`src/rtl/cdwm_pkg.sv`:
```
package cdwm_pkg;

  typedef enum logic [2:0] {
    SL_NONE,
    SL_GATE,
    SL_RBANK_LO,
    SL_RBANK_HI,
    SL_ROM_A,
    SL_ROM_B,
    SL_STORE
  } slot_kind_e;

  localparam logic [7:0] GATE_ON  = 8'h0A;
  localparam logic [7:0] GATE_OFF = 8'h00;
  localparam logic [7:0] OPEN_BUS = 8'hFF;

  // Kilobyte slot (addr[15:10]) to function
  function automatic slot_kind_e classify(input logic [5:0] slot);
    slot_kind_e k;
    case (slot) inside
      6'h00:           k = SL_GATE;
      6'h01:           k = SL_RBANK_LO;
      6'h02:           k = SL_RBANK_HI;
      [6'h08:6'h09]:   k = SL_ROM_A;
      [6'h0C:6'h0D]:   k = SL_ROM_B;
      [6'h28:6'h2F]:   k = SL_STORE;
      default:         k = SL_NONE;
    endcase
    return k;
  endfunction

endpackage

```
`src/rtl/cdwm_rst_sync.sv`:
```
module cdwm_rst_sync (
  input  logic clk,
  input  logic rst_n,
  output logic rst_sync_n
);
  logic [1:0] stage_q;

  always_ff @(posedge clk or negedge rst_n) begin
    if (!rst_n) stage_q <= 2'b00;
    else        stage_q <= {stage_q[0], 1'b1};
  end

  assign rst_sync_n = stage_q[1];
endmodule

```
`src/rtl/cdwm_ctrl.sv`:
```
module cdwm_ctrl
  import cdwm_pkg::*;
#(
  parameter int ROM_BW = 4,
  parameter int RAM_BW = 3
) (
  input  logic                   clk,
  input  logic                   rst_n,
  input  logic                   wr_en,
  input  logic [5:0]             slot,
  input  logic [7:0]             wdata,
  output logic                   ram_on,
  output logic [1:0][ROM_BW-1:0] rom_bank,
  output logic [1:0][RAM_BW-1:0] ram_bank,
  output logic                   slot_err
);
  slot_kind_e        kind;
  logic              ld_gate, gate_d, gate_q;
  logic              ld_err, err_q;
  logic [1:0]        ld_rom, ld_ram;
  logic [ROM_BW-1:0] rom_d;
  logic [RAM_BW-1:0] ram_d;

  // Next-state and load enables
  always_comb begin
    kind      = classify(slot);
    ld_gate   = wr_en && (kind == SL_GATE) &&
                ((wdata == GATE_ON) || (wdata == GATE_OFF));
    gate_d    = (wdata == GATE_ON);
    ld_rom[0] = wr_en && (kind == SL_ROM_A);
    ld_rom[1] = wr_en && (kind == SL_ROM_B);
    ld_ram[0] = wr_en && (kind == SL_RBANK_LO);
    ld_ram[1] = wr_en && (kind == SL_RBANK_HI);
    rom_d     = wdata[ROM_BW-1:0];
    ram_d     = wdata[RAM_BW-1:0];
    ld_err    = wr_en && (kind == SL_NONE) && !err_q;
  end

  always_ff @(posedge clk or negedge rst_n) begin
    if (!rst_n)       gate_q <= 1'b0;
    else if (ld_gate) gate_q <= gate_d;
  end

  always_ff @(posedge clk or negedge rst_n) begin
    if (!rst_n)      err_q <= 1'b0;
    else if (ld_err) err_q <= 1'b1;
  end

  for (genvar w = 0; w < 2; w++) begin : g_win
    logic [ROM_BW-1:0] rom_q;
    logic [RAM_BW-1:0] ram_q;

    always_ff @(posedge clk or negedge rst_n) begin
      if (!rst_n)         rom_q <= ROM_BW'(w + 2);
      else if (ld_rom[w]) rom_q <= rom_d;
    end

    always_ff @(posedge clk or negedge rst_n) begin
      if (!rst_n)         ram_q <= RAM_BW'(w);
      else if (ld_ram[w]) ram_q <= ram_d;
    end

    assign rom_bank[w] = rom_q;
    assign ram_bank[w] = ram_q;
  end

  assign ram_on   = gate_q;
  assign slot_err = err_q;
endmodule

```
`src/rtl/cdwm_xlate.sv`:
```
module cdwm_xlate
  import cdwm_pkg::*;
#(
  parameter int ROM_AW = 17,
  parameter int RAM_AW = 15,
  localparam int ROM_BW = ROM_AW - 13,
  localparam int RAM_BW = RAM_AW - 12
) (
  input  logic [15:0]            bus_addr,
  input  logic                   bus_wr,
  input  logic                   ram_on,
  input  logic [1:0][ROM_BW-1:0] rom_bank,
  input  logic [1:0][RAM_BW-1:0] ram_bank,
  input  logic [7:0]             ram_rdata,
  output logic [ROM_AW-1:0]      rom_addr,
  output logic [RAM_AW-1:0]      ram_addr,
  output logic                   ram_we,
  output logic [7:0]             bus_rdata
);
  logic in_ram;

  always_comb begin
    in_ram    = (bus_addr[15:13] == 3'b101);
    // bank fields are already truncated, which wraps to the memory size
    rom_addr  = {rom_bank[bus_addr[13]], bus_addr[12:0]};
    ram_addr  = {ram_bank[bus_addr[12]], bus_addr[11:0]};
    ram_we    = bus_wr && in_ram && ram_on;
    bus_rdata = (in_ram && ram_on) ? ram_rdata : OPEN_BUS;
  end
endmodule

```
`src/rtl/cart_dual_window_mapper.sv`:
```
module cart_dual_window_mapper #(
  parameter int ROM_AW = 17,
  parameter int RAM_AW = 15
) (
  input  logic              clk,
  input  logic              rst_n,
  input  logic [15:0]       bus_addr,
  input  logic              bus_wr,
  input  logic [7:0]        bus_wdata,
  output logic [7:0]        bus_rdata,
  output logic [ROM_AW-1:0] rom_addr,
  output logic [RAM_AW-1:0] ram_addr,
  output logic              ram_we,
  output logic [7:0]        ram_wdata,
  input  logic [7:0]        ram_rdata,
  output logic              slot_err
);
  localparam int ROM_BW = ROM_AW - 13;
  localparam int RAM_BW = RAM_AW - 12;

  logic                   rst_sync_n;
  logic                   ram_on;
  logic [1:0][ROM_BW-1:0] rom_bank;
  logic [1:0][RAM_BW-1:0] ram_bank;

  cdwm_rst_sync u_rst (
    .clk        (clk),
    .rst_n      (rst_n),
    .rst_sync_n (rst_sync_n)
  );

  cdwm_ctrl #(.ROM_BW(ROM_BW), .RAM_BW(RAM_BW)) u_ctrl (
    .clk      (clk),
    .rst_n    (rst_sync_n),
    .wr_en    (bus_wr),
    .slot     (bus_addr[15:10]),
    .wdata    (bus_wdata),
    .ram_on   (ram_on),
    .rom_bank (rom_bank),
    .ram_bank (ram_bank),
    .slot_err (slot_err)
  );

  cdwm_xlate #(.ROM_AW(ROM_AW), .RAM_AW(RAM_AW)) u_xlate (
    .bus_addr  (bus_addr),
    .bus_wr    (bus_wr),
    .ram_on    (ram_on),
    .rom_bank  (rom_bank),
    .ram_bank  (ram_bank),
    .ram_rdata (ram_rdata),
    .rom_addr  (rom_addr),
    .ram_addr  (ram_addr),
    .ram_we    (ram_we),
    .bus_rdata (bus_rdata)
  );

  assign ram_wdata = bus_wdata;
endmodule

```
`config.mk`:
```
export PLATFORM = sky130hd
export DESIGN_NAME = cart_dual_window_mapper
export DESIGN_NICKNAME = d
export VERILOG_FILES = /design/src/rtl/cdwm_pkg.sv /design/src/rtl/cdwm_rst_sync.sv /design/src/rtl/cdwm_ctrl.sv /design/src/rtl/cdwm_xlate.sv /design/src/rtl/cart_dual_window_mapper.sv
export SDC_FILE = /design/constraint.sdc
export NUM_CORES = 1
export LEC_CHECK = 0
export BUFFER_PORTS_ARGS = -buffer_cell sky130_fd_sc_hd__buf_4
export CAP_MARGIN = 15
export CORE_MARGIN = 2
export CORE_UTILIZATION = 43
export CTS_CLUSTER_SIZE = 40
export DETAILED_ROUTE_END_ITERATION = 10
export GPL_TIMING_DRIVEN = 0
export HOLD_SLACK_MARGIN = 0.03
export PLACE_DENSITY = 0.82
export RECOVER_POWER = 100
export SETUP_SLACK_MARGIN = 0.5
export SLEW_MARGIN = 20
export SYNTH_ARGS = -nofsm -noshare
export SYNTH_HDL_FRONTEND = slang
export SYNTH_SLANG_ARGS = --single-unit
```
`constraint.sdc`:
```
create_clock -name clk -period 2.7 [get_ports clk]
set_input_delay 0.135 -clock clk [delete_from_list [all_inputs] [get_ports clk]]
set_output_delay 0.135 -clock clk [all_outputs]
set_load 0.02 [all_outputs]
```
==> results of run 1 <==
==> metal layers <==
layer  track usage  wire length [um]  part of all wire  up-vias
met5             0                 0                 0        -
li1              -                 -                 -      521
met1         0.223              1180              0.39      505
met4        0.0399                11            0.0036        0
met3        0.0491               314              0.10        2
met2         0.336              1520              0.50       57
==> where the power goes <==
part           internal (mW)  switching (mW)
logic                  0.109           0.113
clock network         0.0821          0.0830
registers              0.303          0.0179
==> final timing paths <==
check | from | endpoint | slack [ns] | cells after the start
max | bus_addr[13] | bus_rdata[3] | 0.98 | 5
min | bus_wdata[3] | u_ctrl.g_win[1].rom_q[3]$_DFFE_PN0P_ | 0.10 | 2
max reg2reg | u_ctrl.ram_on$_DFFE_PN0P_ | u_ctrl.ram_on$_DFFE_PN0P_ | 1.87 | 2
min reg2reg | u_rst.stage_q[1]$_DFF_PN0_ | u_ctrl.g_win[0].rom_q[0]$_DFFE_PN0P_ | 0.28 | 0
max in group asynchronous | u_rst.stage_q[1]$_DFF_PN0_ | u_ctrl.g_win[0].ram_q[2]$_DFFE_PN0P_ | 2.00 | 0
min in group asynchronous | rst_n | u_rst.stage_q[0]$_DFF_PN0_ | 0.15 | 2
==> cell families (layout without fill, tap and decap cells) <==
family	Yosys count	count (layout)	synth area share
muxes	21	21	0.200
xor gates and xnor gates	1	1	0.00698
other	1	1	0.00299
buffers and inverters	37	115	0.215
AOI/OAI and AO/OA	9	9	0.0578
and+or+nand+nor	28	28	0.154
DFF	18	18	0.363
==> registers in the layout (all words and copies together), names as in the netlist <==
name	count
u_ctrl.g_win.ram_q	6
u_ctrl.g_win.rom_q	8
u_ctrl.ram_on	1
u_ctrl.slot_err	1
u_rst.stage_q	2
==> per-stage QoR <==
step                setup slack, ns   util  instance area (um^2)
detailed placement             1.03  0.668                  1840
finish                        0.976  0.609                  1680
floorplan                      1.22      -                  1250
CTS                            1.10  0.685                  1890
global route                  0.814  0.609                  1680
global placement               1.05  0.668                  1840
==> what timing repair did <==
action / in CTS / in global routing
endpoints found under the setup margin: 0 / 0
hold endpoints to repair: 2 / 0
setup buffers: 0 / 0
hold buffers: 1 / 0
==> worst reg2reg max path, cell delays in order, from the launching register on <==
cell and delay, ns:
dfrtp_1 0.41, o41a_1 0.12, o22a_1 0.20
==> cell usage after synthesis, drive strengths merged <==
| cell type | number | area, um^2 |
|---|---|---|
| nor4b | 2 | 23.8 |
| a21oi | 2 | 10.0 |
| dfrtp | 14 | 350 |
| or4 | 1 | 7.51 |
| nand2b | 1 | 8.76 |
| or4b | 1 | 13.8 |
| clkbuf | 1 | 3.75 |
| nor4 | 1 | 6.26 |
| inv | 2 | 7.51 |
| or3 | 1 | 11.3 |
| o22a | 1 | 8.76 |
| buf | 34 | 259 |
| a311o | 1 | 10.0 |
| a2111o | 1 | 11.3 |
| conb | 1 | 3.75 |
| nor2b | 1 | 6.26 |
| nor2 | 5 | 18.8 |
| xor2 | 1 | 8.76 |
| o41a | 1 | 11.3 |
| o31ai | 1 | 7.51 |
| nand2 | 1 | 3.75 |
| dfstp | 4 | 105 |
| nand3b | 2 | 15.0 |
| o2111ai | 1 | 8.76 |
| o21ai | 1 | 5.00 |
| nor3 | 1 | 5.00 |
| and2b | 1 | 7.51 |
| nand4b | 1 | 8.76 |
| or2 | 9 | 56.3 |
| mux2 | 21 | 251 |
==> final cells by class <==
| cell class | count | area [um^2] | area share |
|---|---|---|---|
| Multi-Input combinational cell | 60 | 513 | 0.305 |
| Sequential cell | 18 | 455 | 0.271 |
| Timing Repair Buffer | 74 | 367 | 0.218 |
| Buffer | 35 | 263 | 0.156 |
| Tap cell | 31 | 38.8 | 0.0231 |
| Clock buffer | 4 | 36.3 | 0.0216 |
| Inverter | 2 | 7.51 | 0.00447 |
==> impl_metrics.yaml, run 1 <==
outcome:
  status: "finished, final reports clean"
worst_setup_path:
  crit_fanout: 10
  critPathSlowestCell: "clkbuf_1"
  max_stage_delay_ns: 0.40
  crit_buf_inv: 3
  worst_setup_path_start_kind: "input port"
  path_common_cell: "clkbuf_1"
  path_class: "input port to output port"
  crit_chain: "clkbuf_1 -> clkbuf_1 -> nand4b_1 -> or2_2 -> clkbuf_1"
  critical_path_arrival_ns: 1.59
  critPathTopFamily: "buffers and inverters"
  crit_path_end_kind: "output port"
  crit_required_ns: 2.57
die:
  die-area_um2: 3370
  core_um2: 2760
  io_pins: 85
  start_util: 0.455
  placementRows: 19
  fp.dieW_um: 58.0
  die_h_um: 58.0
clock_network:
  h-tree-depth: 1
  cts_tree: "built"
  numCtsBuffers: 3
  cts_root_buf: "clkbuf_4"
  insertion_delay_ns: 0.29
  clk_pin_slew_ns: 0.10
  cts_num_sinks: 18
  cts.repair.resized: 0
  clockBufferDepth: 2
global_routing:
  grt_max_degree: 17
  grt-ovfl-total: 0
  antenna_found_initial: 0
  grt_pass1_wl_um: 4860
  first_global_vias: 1060
  grt_usage: 0.187
sta:
  rsz0062_at_grt: "false"
  timing.final.crit_period_ns: 1.72
  slew_violations: 0
  setup_viol: 0
  max_clock_freq_ghz: 0.580
  finalHoldViolations: 0
  period_share: 0.639
  finalSetupTns_ns: 0
  tightest_slew_ns: 0.659
  hold_ws_ns: 0.102
  fin_skew_ns: 0.000929
  max-slew-margin-rel: 0.561
synth:
  synth-seq-cells: 18
  synth_cell_types: 33
  syn-num-nets: 150
  synth_area_um2: 1250
  yosysWarnings: 0
  syn-instance-count: 115
  yosysSeqAreaShare: 0.363
  syn_avg_cell_area_um2: 10.9
routing:
  via_count: 1085
  drc: 0
  dr.first_iter.drc_count: 16
  dr.pass1.iters: 3
  wl_um: 3030
  wire_per_inst_um: 13.5
  via_per_inst: 4.84
  ant_nets: 0
place:
  placedCellCount: 219
  gp_congestion: 0.823
  hpwl_um: 2470
  portBuffers: 73
pwr:
  p_per_area_nw_per_um2: 421
  max-vdd-ir-drop_mv: 0.363
  leakage_nw: 0.782
  power_mw: 0.708
final_layout:
  area_delta_synth_final_pct: 33.9
  antennaDiodeCount: 0
  final_cells: 224
  layout-drive-gt1-share: 0.487
  nFillCells: 293
  nets: 229
  layout_common_cells: "buf_4 (54), clkbuf_1 (52), mux2_2 (17), dfrtp_1 (14), or2_2 (9)"
  layout_commonest_cell: "buf_4"
hold_path:
  holdCritPathClass: "input port to flop"
job:
  cap_violations: 0
Note: power is estimated with default switching activity, not from simulation.
==> run 2: changes to the inputs <==
--- a/config.mk
+++ b/config.mk
@@ -8,12 +8,12 @@
 export BUFFER_PORTS_ARGS = -buffer_cell sky130_fd_sc_hd__buf_4
 export CAP_MARGIN = 15
 export CORE_MARGIN = 2
-export CORE_UTILIZATION = 43
+export CORE_UTILIZATION = 41
 export CTS_CLUSTER_SIZE = 40
 export DETAILED_ROUTE_END_ITERATION = 10
 export GPL_TIMING_DRIVEN = 0
 export HOLD_SLACK_MARGIN = 0.03
-export PLACE_DENSITY = 0.82
+export PLACE_DENSITY = 0.79
 export RECOVER_POWER = 100
 export SETUP_SLACK_MARGIN = 0.5
 export SLEW_MARGIN = 20
==> constraint.sdc (replaced) <==
create_clock -name clk -period 1.7 [get_ports clk]
set_input_delay 0.085 -clock clk [delete_from_list [all_inputs] [get_ports clk]]
set_output_delay 0.085 -clock clk [all_outputs]
set_load 0.02 [all_outputs]
==> impl_metrics.yaml, run 2 (synthesized netlist as in run 1, its figures left out) <==
final_layout:
  reg_top3: "u_ctrl.g_win.rom_q x8, u_ctrl.g_win.ram_q x6, u_rst.stage_q x2"
  area_delta_synth_final_pct: 50.7
  largest_reg_flops: 8
  nets: 243
  layout_common_cells: "buf_4 (63), clkbuf_1 (43), dfrtp_1 (14), mux2_2 (12), buf_6 (11)"
  design_area_um2: 1890
  layout-drive-gt1-share: 0.556
  antennaDiodeCount: 0
  layout_commonest_cell: "buf_4"
  top_register: "u_ctrl.g_win.rom_q"
  nFillCells: 272
  final_cells: 240
die:
  die_h_um: 59.3
  placementRows: 20
  core_um2: 2980
  die-area_um2: 3520
  start_util: 0.421
  fp.dieW_um: 59.3
  io_pins: 85
global_routing:
  antenna_found_initial: 0
  first_global_vias: 1064
  grt_usage: 0.178
  grt_pass1_wl_um: 4720
  grt_max_degree: 17
  grt-ovfl-total: 0
routing:
  wl_um: 3330
  ant_nets: 0
  dr.pass1.iters: 4
  via_per_inst: 4.90
  via_count: 1177
  wire_per_inst_um: 13.9
  drc: 0
  dr.first_iter.drc_count: 25
worst_setup_path:
  critical_path_arrival_ns: 1.74
  path_class: "input port to flop"
  worst_setup_path_start_kind: "input port"
  path_common_cell: "clkbuf_1"
  critPathSlowestCell: "or4_1"
  max_stage_delay_ns: 0.50
  crit_path_end_kind: "flop"
  critPathTopFamily: "simple AND/OR/NAND/NOR gates"
  crit_chain: "clkbuf_1 -> clkbuf_1 -> nor4b_1 -> nand2_1 -> or4_1 -> mux2_1"
  crit_buf_inv: 2
  crit_required_ns: 1.88
  crit_fanout: 5
sta:
  rsz0062_at_grt: "true"
  finalHoldViolations: 0
  finalSetupTns_ns: 0
  fin_skew_ns: 0.00364
  setup_viol: 0
  period_share: 0.915
  layout_setup_ws_ns: 0.144
  max_clock_freq_ghz: 0.643
  max-slew-margin-rel: 0.540
  timing.final.crit_period_ns: 1.56
  tightest_slew_ns: 0.690
  slew_violations: 0
clock_network:
  cts_root_buf: "clkbuf_4"
  clk_pin_slew_ns: 0.10
  h-tree-depth: 1
  cts_tree: "built"
  cts_num_sinks: 18
  insertion_delay_ns: 0.29
  clockBufferDepth: 2
  numCtsBuffers: 3
pwr:
  leakage_nw: 0.902
  max-vdd-ir-drop_mv: 0.441
  p_per_area_nw_per_um2: 615
  p_switching_mw: 0.348
  power_frac_clock: 0.223
  power.internal_mw: 0.815
  comb_power_share: 0.339
  swShare: 0.299
  seqPwrFrac: 0.438
place:
  gp_congestion: 0.732
  portBuffers: 73
  placedCellCount: 221
  dpl_worst_slack_ns: 0.0842
  placed_area_um2: 1860
job:
  cap_violations: 0
outcome:
  status: "finished, final reports clean"
hold_path:
  holdCritPathClass: "input port to flop"
run 2: changes by cell type in the layout (fill, tap and decap cells not counted), moves of 2 or more:
cell	before	now
mux2_1	2	5
buf_6	1	11
buf_4	54	63
mux2_4	2	4
nor2_1	5	3
mux2_2	17	12
clkbuf_1	52	43
run 2: timing repair:
| item | 4_1_cts | 5_1_grt |
|---|---|---|
| endpoints found under the setup margin | 18 | 23 |
| gates cloned | 1 | 0 |
| endpoints found under the hold margin | 2 | 0 |
| resized for setup | 25 | 14 |
| hold buffers | 1 | 0 |
| setup buffers | 8 | 5 |
| pin swaps | 5 | 10 |
run 2: worst register-to-register path, delay by kind of cell (launching register included):
| family | cells | cell delay, ns |
|---|---|---|
| compound gates | 2 | 0.29 |
| buf+inv | 1 | 0.15 |
| flops | 1 | 0.41 |
run 2: area by class of cell:
type / instances / area (um^2) / share of cell area
plain buffers: 35 / 264 / 0.140
clock buffers: 4 / 36.3 / 0.0192
inverters: 2 / 7.51 / 0.00397
well taps: 33 / 41.3 / 0.0218
flip-flops and latches: 18 / 455 / 0.241
repair buffers: 87 / 544 / 0.288
multi-input cells: 61 / 543 / 0.287
run 2: worst paths after layout:
kind	startpoint	end	slack (ns)	cells after the start
max in group asynchronous	u_rst.stage_q[1]$_DFF_PN0_	u_ctrl.ram_on$_DFFE_PN0P_	0.98	0
max reg2reg	u_ctrl.ram_on$_DFFE_PN0P_	u_ctrl.ram_on$_DFFE_PN0P_	0.76	3
min in group asynchronous	rst_n	u_rst.stage_q[0]$_DFF_PN0_	0.10	2
min	bus_wdata[2]	u_ctrl.g_win[1].ram_q[2]$_DFFE_PN0P_	0.05	2
max	bus_addr[15]	u_ctrl.g_win[1].ram_q[2]$_DFFE_PN0P_	0.14	6
min reg2reg	u_rst.stage_q[1]$_DFF_PN0_	u_ctrl.g_win[0].rom_q[2]$_DFFE_PN0P_	0.29	0
run 2: per-layer routing:
metal / wire, um / vias up / track usage
met5: 0 / - / 0
met4: 0 / 0 / 0.0487
met3: 333 / 0 / 0.0284
met2: 1700 / 70 / 0.323
met1: 1300 / 552 / 0.214
li1: - / 555 / -
run 2: power groups by stage:
stage | sequential (mW) | clock [mW] | combinational [mW]
6_report | 0.510 | 0.259 | 0.394
3_3_place_gp | 0.512 | 0 | 0.411
2_1_floorplan | 0.507 | 0 | 0.248
4_1_cts | 0.509 | 0.271 | 0.454
3_5_place_dp | 0.517 | 0 | 0.418
5_1_grt | 0.516 | 0.291 | 0.421
run 2: metrics by stage:
step | hold WS, ns | power, mW | utilization
after floorplan | -0.211 | 0.755 | -
after global placement | -0.133 | 0.923 | 0.625
after detailed placement | -0.132 | 0.935 | 0.625
after CTS | 0.0478 | 1.23 | 0.692
after global routing | 0.0453 | 1.23 | 0.635
final | 0.0513 | 1.16 | 0.635
==> run 3: changes to the inputs <==
--- a/config.mk
+++ b/config.mk
@@ -13,10 +13,11 @@
 export DETAILED_ROUTE_END_ITERATION = 10
 export GPL_TIMING_DRIVEN = 0
 export HOLD_SLACK_MARGIN = 0.03
-export PLACE_DENSITY = 0.79
+export PLACE_DENSITY = 0.8
 export RECOVER_POWER = 100
 export SETUP_SLACK_MARGIN = 0.5
 export SLEW_MARGIN = 20
 export SYNTH_ARGS = -nofsm -noshare
 export SYNTH_HDL_FRONTEND = slang
+export SYNTH_HIERARCHICAL = 1
 export SYNTH_SLANG_ARGS = --single-unit
==> impl_metrics.yaml, run 3 <==
place:
  hpwl_um: 2510
  portBuffers: 74
  gp_congestion: 0.744
  placed_area_um2: 1890
synth:
  synth_area_um2: 1230
  synth_edf_count: 0
  yosysMostFrequentCell: "buf_4"
  yosysWarnings: 6
  yosysSeqAreaShare: 0.369
  yosys.area.top_type: "dfrtp_1"
  synth_top_area_share: 0.284
  synth_cell_types: 28
  syn-num-nets: 147
  synth-seq-cells: 18
  synthTopCellsByCount: "buf_4 (33), mux2_2 (21), dfrtp_1 (14)"
  async_flop_share: 1.00
  synth.area.top_cells: "dfrtp_1 (28%), buf_4 (20%), mux2_2 (19%)"
  syn-instance-count: 112
  synth-main-ff-cell: "dfrtp_1"
  syn_avg_cell_area_um2: 11.0
clock_network:
  cts_num_sinks: 18
  insertion_delay_ns: 0.29
  cts_root_buf: "clkbuf_4"
  h-tree-depth: 1
  cts_tree: "built"
  clockBufferDepth: 2
  numCtsBuffers: 3
  clk_pin_slew_ns: 0.10
worst_setup_path:
  path_common_cell: "nor3_1"
  critical_path_arrival_ns: 1.63
  critPathSlowestCell: "clkbuf_1"
  path_class: "input port to flop"
  crit_fanout: 7
  timing.rr.start: "u_ctrl/g_win[0].ram_q[0]$_DFFE_PN0P_"
  crit_chain: "clkbuf_1 -> nor3_1 -> o21a_1 -> nor3_1 -> buf_6 -> mux2_1"
  worstSetupStartpoint: "bus_addr[12]"
  crit_path_end_kind: "flop"
  crit_required_ns: 1.88
  worst_setup_path_start_kind: "input port"
  max_stage_delay_ns: 0.34
final_layout:
  antennaDiodeCount: 0
  design_area_um2: 1900
  nFillCells: 251
  top_register: "u_ctrl/g_win.rom_q"
  area_delta_synth_final_pct: 53.9
  layout-drive-gt1-share: 0.525
  nets: 236
  layout_common_cells: "buf_4 (62), clkbuf_1 (42), dfrtp_1 (14), buf_6 (8), mux2_4 (8)"
  reg_top3: "u_ctrl/g_win.rom_q x8, u_ctrl/g_win.ram_q x6, u_rst/stage_q x2"
  largest_reg_flops: 8
  multiInputGateArea_um2: 588
  regArea_um2: 455
  layout_commonest_cell: "buf_4"
global_routing:
  grt_pass1_wl_um: 5020
  grt_usage: 0.191
  antenna_found_initial: 0
  grt_max_degree: 17
  grt-ovfl-total: 0
  first_global_vias: 1069
die:
  io_pins: 85
  start_util: 0.440
  die-area_um2: 3460
  die_h_um: 58.9
  core_um2: 2810
  placementRows: 19
  fp.dieW_um: 58.9
sta:
  timing.final.crit_period_ns: 1.45
  period_share: 0.851
  slew_violations: 0
  rsz0062_at_grt: "true"
  setup_viol: 0
  max-slew-margin-rel: 0.580
  fin_skew_ns: 0.00212
  max_clock_freq_ghz: 0.691
  tightest_slew_ns: 0.630
  finalHoldViolations: 0
  hold_ws_ns: 0.0521
  finalSetupTns_ns: 0
pwr:
  power_mw: 1.30
  p_per_area_nw_per_um2: 686
  leakage_nw: 0.894
  max-vdd-ir-drop_mv: 0.658
routing:
  dr.first_iter.drc_count: 36
  via_per_inst: 4.84
  ant_nets: 0
  wl_um: 3360
  drc: 10
  via_count: 1118
  wire_per_inst_um: 14.6
  dr.pass1.iters: 7
hold_path:
  holdCritPathClass: "input port to flop"
  worstHoldStart: "bus_wdata[3]"
outcome:
  violations: "DRC"
  status: "finished, violations left"
job:
  cap_violations: 0
==> run 3: repair_timing <==
item | in CTS | in global routing
hold buffers | 1 | 0
pin swaps | 2 | 7
endpoints found under the hold margin | 2 | 0
endpoints found under the setup margin | 20 | 31
cloned | 1 | 0
resized for setup | 18 | 16
buffers inserted | 7 | 1
==> run 3: final timing paths <==
check,slack (ns),endpoint,depth (start not counted)
max in group asynchronous,1.04,u_ctrl/g_win[1].ram_q[2]$_DFFE_PN0P_,0
setup reg to reg,0.76,u_ctrl/g_win[0].ram_q[0]$_DFFE_PN0P_,2
hold reg to reg,0.26,u_ctrl/g_win[0].ram_q[0]$_DFFE_PN0P_,0
hold / removal,0.05,u_ctrl/g_win[1].rom_q[3]$_DFFE_PN0P_,2
setup / recovery,0.25,u_ctrl/g_win[0].rom_q[2]$_DFFE_PN0P_,6
min in group asynchronous,0.10,u_rst/stage_q[0]$_DFF_PN0_,2
==> run 3: area by class of cell <==
| cell class | count | area share |
|---|---|---|
| buffer | 33 | 0.131 |
| clock buffer | 4 | 0.0191 |
| inverter | 3 | 0.00593 |
| multi-input combinational | 59 | 0.310 |
| sequential | 18 | 0.240 |
| tap | 31 | 0.0204 |
| timing repair buffer | 83 | 0.274 |
==> run 3: cell families (layout without fill, tap and decap cells) <==
family,count (synthesis),count (layout),synth area share
muxes,21,21,0.192
DFF,18,18,0.369
xor gates and xnor gates,1,1,0.00710
buffers and inverters,36,123,0.210
AOI/OAI and AO/OA,9,9,0.0537
and+or+nand+nor,26,27,0.165
other,1,1,0.00304
==> run 3: per-layer routing <==
layer  share of wire  vias up  GRT usage
met5               0        -          0
met4          0.0042        0     0.0747
met3            0.12        2     0.0462
met2            0.50       63      0.335
met1            0.38      521      0.222
li1                -      532          -
==> run 3: stage by stage <==
stage	util	std cells	setup slack, ns
after global routing	0.677	231	0.163
after floorplan	-	112	0.419
final	0.677	231	0.253
after global placement	0.674	217	0.150
after detailed placement	0.674	217	0.145
after CTS	0.740	230	0.354
==> run 3: critical path, delay by kind of cell <==
kind / cells / cell delay (ns)
simple gates: 2 / 0.45
mux: 1 / 0.32
compound gates: 1 / 0.26
buf+inv: 2 / 0.51
==> run 3: report_power, final <==
group / internal (mW) / switching (mW)
clock network: 0.130 / 0.128
logic: 0.268 / 0.236
registers: 0.499 / 0.0409
total: 0.897 / 0.405
